--- config.mk ---
export PLATFORM = sky130hd
export DESIGN_NAME = bsh_ctrl
export DESIGN_NICKNAME = d
export VERILOG_FILES = /design/src/rtl/bsh_pkg.sv /design/src/rtl/bsh_cond_eval.sv /design/src/rtl/bsh_annul_fsm.sv /design/src/rtl/bsh_irq_fsm.sv /design/src/rtl/bsh_ctrl.sv
export SDC_FILE = /design/constraint.sdc
export NUM_CORES = 1
export LEC_CHECK = 0
export ABC_AREA = 1
export BUFFER_PORTS_ARGS = -buffer_cell sky130_fd_sc_hd__buf_2
export CAP_MARGIN = 20
export CORE_AREA = 2 2 44 46
export CTS_CLUSTER_SIZE = 12
export DETAILED_ROUTE_END_ITERATION = 8
export DIE_AREA = 0 0 46 48
export PLACE_DENSITY_LB_ADDON = 0.12
export SETUP_SLACK_MARGIN = 0.2
export SLEW_MARGIN = 15
export SYNTH_ARGS = -nofsm -noshare
export SYNTH_HDL_FRONTEND = slang
export SYNTH_SLANG_ARGS = --single-unit
--- constraint.sdc ---
create_clock -name clk -period 3.1 [get_ports clk]
set_clock_uncertainty 0.05 [all_clocks]
set_input_delay 0.31 -clock clk [delete_from_list [all_inputs] [get_ports clk]]
set_output_delay 0.31 -clock clk [all_outputs]
set_load 0.02 [all_outputs]
--- src/rtl/bsh_pkg.sv ---
package bsh_pkg;

    typedef enum logic [3:0] {
        CC_ALWAYS = 4'd0,
        CC_NEVER  = 4'd1,
        CC_ZERO   = 4'd2,
        CC_NZERO  = 4'd3,
        CC_CARRY  = 4'd4,
        CC_NCARRY = 4'd5,
        CC_NEG    = 4'd6,
        CC_POS    = 4'd7,
        CC_OVF    = 4'd8,
        CC_NOVF   = 4'd9,
        CC_UGT    = 4'd10,
        CC_ULE    = 4'd11,
        CC_SLT    = 4'd12,
        CC_SGE    = 4'd13,
        CC_SGT    = 4'd14,
        CC_SLE    = 4'd15
    } cond_e;

    typedef enum logic [1:0] {
        AN_RUN  = 2'd0,
        AN_BOTH = 2'd1,
        AN_TAIL = 2'd2
    } annul_e;

    typedef enum logic [1:0] {
        IQ_IDLE = 2'd0,
        IQ_PEND = 2'd1,
        IQ_INJ  = 2'd2
    } irq_e;

    typedef struct packed {
        logic z;
        logic n;
        logic c;
        logic v;
    } flags_t;

endpackage

--- src/rtl/bsh_cond_eval.sv ---
module bsh_cond_eval
    import bsh_pkg::*;
(
    input  logic [3:0] cond,
    input  flags_t     fl,
    output logic       hit
);
    logic lt;

    always_comb begin
        lt  = fl.n ^ fl.v;
        hit = 1'b0;
        unique case (cond_e'(cond))
            CC_ALWAYS: hit = 1'b1;
            CC_NEVER:  hit = 1'b0;
            CC_ZERO:   hit = fl.z;
            CC_NZERO:  hit = !fl.z;
            CC_CARRY:  hit = fl.c;
            CC_NCARRY: hit = !fl.c;
            CC_NEG:    hit = fl.n;
            CC_POS:    hit = !fl.n;
            CC_OVF:    hit = fl.v;
            CC_NOVF:   hit = !fl.v;
            CC_UGT:    hit = fl.c && !fl.z;
            CC_ULE:    hit = !fl.c || fl.z;
            CC_SLT:    hit = lt;
            CC_SGE:    hit = !lt;
            CC_SGT:    hit = !fl.z && !lt;
            CC_SLE:    hit = fl.z || lt;
        endcase
    end
endmodule

--- src/rtl/bsh_annul_fsm.sv ---
module bsh_annul_fsm
    import bsh_pkg::*;
(
    input  logic clk,
    input  logic rst_n,
    input  logic adv,
    input  logic redirect,
    output logic dc_annul,
    output logic ex_annul
);
    annul_e st, st_nx;

    always_ff @(posedge clk or negedge rst_n) begin
        if (!rst_n)   st <= AN_RUN;
        else if (adv) st <= st_nx;
    end

    always_comb begin
        st_nx = st;
        unique case (st)
            AN_RUN:  st_nx = redirect ? AN_BOTH : AN_RUN;
            AN_BOTH: st_nx = redirect ? AN_BOTH : AN_TAIL;
            AN_TAIL: st_nx = redirect ? AN_BOTH : AN_RUN;
            default: st_nx = AN_RUN;
        endcase
    end

    always_comb begin
        dc_annul = (st == AN_BOTH);
        ex_annul = (st != AN_RUN);
    end

    // a redirect on an advance annuls both stages next cycle
    a_r3_enter: assert property (@(posedge clk) disable iff (!rst_n)
        adv && redirect |=> dc_annul && ex_annul);
    // the decode annul retires one advance before the execute annul
    a_r3_tail: assert property (@(posedge clk) disable iff (!rst_n)
        adv && !redirect && dc_annul |=> !dc_annul && ex_annul);
    // no advance, no change
    a_r10_hold_annul: assert property (@(posedge clk) disable iff (!rst_n)
        !adv |=> $stable(dc_annul) && $stable(ex_annul));
endmodule

--- src/rtl/bsh_irq_fsm.sv ---
module bsh_irq_fsm
    import bsh_pkg::*;
(
    input  logic clk,
    input  logic rst_n,
    input  logic adv,
    input  logic irq,
    input  logic defer,
    output logic fire,
    output logic ret_hold
);
    irq_e st, st_nx;
    logic want;

    always_ff @(posedge clk or negedge rst_n) begin
        if (!rst_n)   st <= IQ_IDLE;
        else if (adv) st <= st_nx;
    end

    always_comb begin
        want  = irq || (st == IQ_PEND);
        st_nx = st;
        unique case (st)
            IQ_IDLE: st_nx = !irq ? IQ_IDLE : (defer ? IQ_PEND : IQ_INJ);
            IQ_PEND: st_nx = defer ? IQ_PEND : IQ_INJ;
            IQ_INJ:  st_nx = irq ? IQ_PEND : IQ_IDLE;
            default: st_nx = IQ_IDLE;
        endcase
    end

    always_comb begin
        fire     = want && !defer && (st != IQ_INJ);
        ret_hold = (st == IQ_INJ);
    end

    // insertion on an advance holds the return address next cycle
    a_r8_ret_hold: assert property (@(posedge clk) disable iff (!rst_n)
        adv && fire |=> ret_hold);
    // never insert twice back to back
    a_r7_no_double: assert property (@(posedge clk) disable iff (!rst_n)
        ret_hold |-> !fire);
    // the hold does not move without an advance
    a_r10_hold_ret: assert property (@(posedge clk) disable iff (!rst_n)
        !adv |=> $stable(ret_hold));
endmodule

--- src/rtl/bsh_ctrl.sv ---
module bsh_ctrl
    import bsh_pkg::*;
#(
    parameter int          WORD_W   = 16,
    parameter int          COND_W   = 4,
    parameter logic [15:0] INT_WORD = 16'hAE01
) (
    input  logic              clk,
    input  logic              rst_n,
    input  logic              adv,
    input  logic              dc_is_branch,
    input  logic              dc_is_jump,
    input  logic              dc_interlock,
    input  logic [COND_W-1:0] dc_cond,
    input  logic              flag_z,
    input  logic              flag_n,
    input  logic              flag_c,
    input  logic              flag_v,
    input  logic              irq,
    input  logic [WORD_W-1:0] fetch_word,
    output logic              br_taken,
    output logic              dc_annul,
    output logic              ex_annul,
    output logic              int_sel,
    output logic [WORD_W-1:0] next_word,
    output logic              ret_hold
);
    localparam logic [WORD_W-1:0] INJ_W = WORD_W'(INT_WORD);

    flags_t fl;
    logic   cond_hit;
    logic   ex_jump_q;
    logic   redirect;
    logic   dc_dead;
    logic   defer;

    assign fl = '{z: flag_z, n: flag_n, c: flag_c, v: flag_v};

    bsh_cond_eval u_cond (
        .cond (dc_cond[3:0]),
        .fl   (fl),
        .hit  (cond_hit)
    );

    assign redirect = br_taken || ex_jump_q;
    assign dc_dead  = dc_annul || redirect;

    always_ff @(posedge clk or negedge rst_n) begin
        if (!rst_n) begin
            br_taken  <= 1'b0;
            ex_jump_q <= 1'b0;
        end else if (adv) begin
            br_taken  <= dc_is_branch && cond_hit && !dc_dead;
            ex_jump_q <= dc_is_jump && !dc_dead;
        end
    end

    bsh_annul_fsm u_annul (
        .clk      (clk),
        .rst_n    (rst_n),
        .adv      (adv),
        .redirect (redirect),
        .dc_annul (dc_annul),
        .ex_annul (ex_annul)
    );

    assign defer = dc_interlock || dc_is_branch || dc_is_jump || redirect;

    bsh_irq_fsm u_irq (
        .clk      (clk),
        .rst_n    (rst_n),
        .adv      (adv),
        .irq      (irq),
        .defer    (defer),
        .fire     (int_sel),
        .ret_hold (ret_hold)
    );

    assign next_word = int_sel ? INJ_W : fetch_word;

    // nothing in an annulled decode slot becomes a taken branch
    a_r2_gate: assert property (@(posedge clk) disable iff (!rst_n)
        adv && dc_dead |=> !br_taken);
    // interlocked instruction in decode blocks insertion
    a_r6_interlock: assert property (@(posedge clk) disable iff (!rst_n)
        dc_interlock |-> !int_sel);
    // no insertion while a redirect is in execute
    a_r7_redirect: assert property (@(posedge clk) disable iff (!rst_n)
        br_taken |-> !int_sel);
    // taken flag frozen without an advance
    a_r10_hold_br: assert property (@(posedge clk) disable iff (!rst_n)
        !adv |=> $stable(br_taken));
endmodule

==> flow_metrics.tcl <==
set metrics [dict create \
    final_cell_area_um2 958 \
    yosys.area.top_type "dfrtp_1" \
    fp-row-count 15 \
    insertion_delay_ns 0.24 \
    maxCapViolations 0 \
    status "complete, no violations" \
    cts_buffer_depth 2 \
    fin_util_pct 56.7 \
    pre_cts_slack_ns 1.44 \
    drc 0 \
    grt_pass1_wl_um 2370 \
    yosys_warnings 0 \
    antenna_found_initial 0 \
    cts.sinks 6 \
    core_area_um2 1690 \
    finalNonFillerCells 186 \
    critPathLaunchType "flip-flop" \
    power_uw 366 \
    die_h_um 48 \
    io_pins 52 \
    max_freq_mhz 526 \
    grt_overflow 0 \
    synthesis.nets 147 \
    crit_path_start "br_taken" \
    fin_crit_ns 1.90 \
    grt_max_degree 18 \
    first_global_vias 627 \
    ys_types 23 \
    hold_class "in -> reg" \
    endpoint "next_word[10]" \
    h-tree-depth 1 \
    mappedNetlistArea_um2 666 \
    holdWs_ns 0.335 \
    hold_viol 0 \
    portBuffers 51 \
    cts_tree "done" \
    grtUsageTotal_pct 14.7 \
    p_leak_nw 0.617 \
    vias 843 \
    setup_violations 0 \
    drtIter0Drc 13 \
    place_inst 182 \
    r2r_slack_ns 1.92 \
    peakVddDrop_uv 304 \
    fin_crit_sh_pct 61.3 \
    root_buffer "clkbuf_4" \
    powerDensity_nw_per_um2 381 \
    dieArea_um2 2210 \
    r2r_start "br_taken" \
    yosys_register_bits 6 \
    ant_nets 0 \
    worstPathMaxFanout 17 \
    dpl-instance-area_um2 926 \
    ys_seq_area_share_pct 22.6 \
    drive_gt1_share_pct 39.6 \
    dr.pass1.iters 4 \
    rsz0062_at_grt "false" \
    reg2reg_depth 5 \
    nets 202 \
    post_drt_wl_per_cell_um 9.34 \
    crit_required_ns 2.74 \
    syn_inst 116 \
    worst_slack_ns 1.20 \
    max_slew_margin_pct 82.8 \
    clk_pin_slew_worst_paths_ns 0.04 \
    numCtsBuffers 3 \
    setup_tns_ns 0 \
    antenna_cells 0 \
    drv_slew 0 \
    end_kind "output pin" \
    worst_pin_slew_ns 0.255 \
    arrival_ns 1.54 \
    r2r_end "u_irq.st[0]" \
    postSynthAreaPerCell_um2 5.74 \
    place_congestion 0.887 \
    die_w_um 46 \
    routed_wirelength_um 1740 \
    start_util_pct 39.4 \
    min_path_cells 2 \
    synthTopCellsByArea "dfrtp_1 (23%), nand2_1 (16%), inv_1 (13%)" \
    crit_type "reg -> out" \
    area_delta_synth_final_pct 44.0 \
    place_hpwl_um 1480 \
    via_per_inst 4.53 \
    synth_top_cell_area_share_pct 22.6 \
]
-- timing repair --
| item | 4_1_cts | 5_1_grt |
|---|---|---|
| endpoints found under the setup margin | 0 | 0 |
| buffers inserted | 0 | 0 |
| hold buffers | 1 | 0 |
| gates resized for setup | 0 | 0 |
| hold endpoints to repair | 6 | 0 |
-- power breakdown --
group          leakage [nW]  total, mW  switching (mW)  internal [mW]
Clock                0.0138     0.0683          0.0247         0.0436
Sequential           0.0780      0.104         0.00877         0.0956
Combinational         0.525      0.193           0.123         0.0703
-- worst min path at each step --
stage                     startpoint          end  slack, ns
after global placement         rst_n  u_irq.st[1]       0.08
after global routing             adv  u_irq.st[1]       0.37
after detailed placement       rst_n    ex_jump_q       0.09
after floorplan                rst_n     br_taken      -0.04
after CTS                        adv  u_irq.st[1]       0.33
final                            adv  u_irq.st[1]       0.34
-- layout make-up --
class                           count  area (µm²)
Clock buffer                        3        22.5
Fill cell                         176         731
Inverter                           25        93.8
Multi-Input combinational cell     83         405
Sequential cell                     6         150
Tap cell                           17        21.3
Timing Repair Buffer               52         265
-- registers in the layout, summed over array words and instances (netlist names) --
name and count:
br_taken 1, ex_jump_q 1, u_annul.st 2, u_irq.st 2
-- layer usage --
layer	routed length (µm)	GRT usage, %
met1	710	18.0
met2	903	25.0
met3	123	2.64
met4	0	6.86
met5	0	0
-- synthesized netlist by cell type, drive strengths merged --
| library cell | n |
|---|---|
| nor2 | 21 |
| o22ai | 1 |
| nand3 | 8 |
| nor3 | 1 |
| inv | 25 |
| o211ai | 1 |
| buf | 2 |
| o21bai | 1 |
| nand2 | 32 |
| or2 | 6 |
| a21oi | 3 |
| nor4 | 1 |
| a22o | 1 |
| nand3b | 1 |
| o21ai | 5 |
| nand4 | 1 |
| dfrtp | 6 |
-- worst max-delay path: stages (launching register included) --
cell,delay (ns)
dfrtp_1,0.38
inv_1,0.09
nand2_2,0.09
nor4_4,0.15
nand2_1,0.09
inv_2,0.19
or2_2,0.15
buf_2,0.15
-- layout by cell type (no fill, tap or decap), drive strengths merged --
cell type and count:
nor3 1, o22ai 1, dlygate4sd3 1, o21ai 5
clkbuf 3, or2 6, inv 25, dfrtp 6
nor2 21, nand2 32, nor4 1, o21bai 1
nand3 8, a21oi 3, nand4 1, nand3b 1
a22o 1, o211ai 1, buf 51
-- logic make-up after synthesis --
| kind of cell | after synthesis | share of synthesized area [%] |
|---|---|---|
| AO/OA/AOI/OAI | 12 | 11.1 |
| AND/OR/NAND/NOR | 71 | 49.8 |
| flip-flops | 6 | 22.6 |
| buffers and inverters | 27 | 16.5 |
Power figures use the tool's default switching activity.
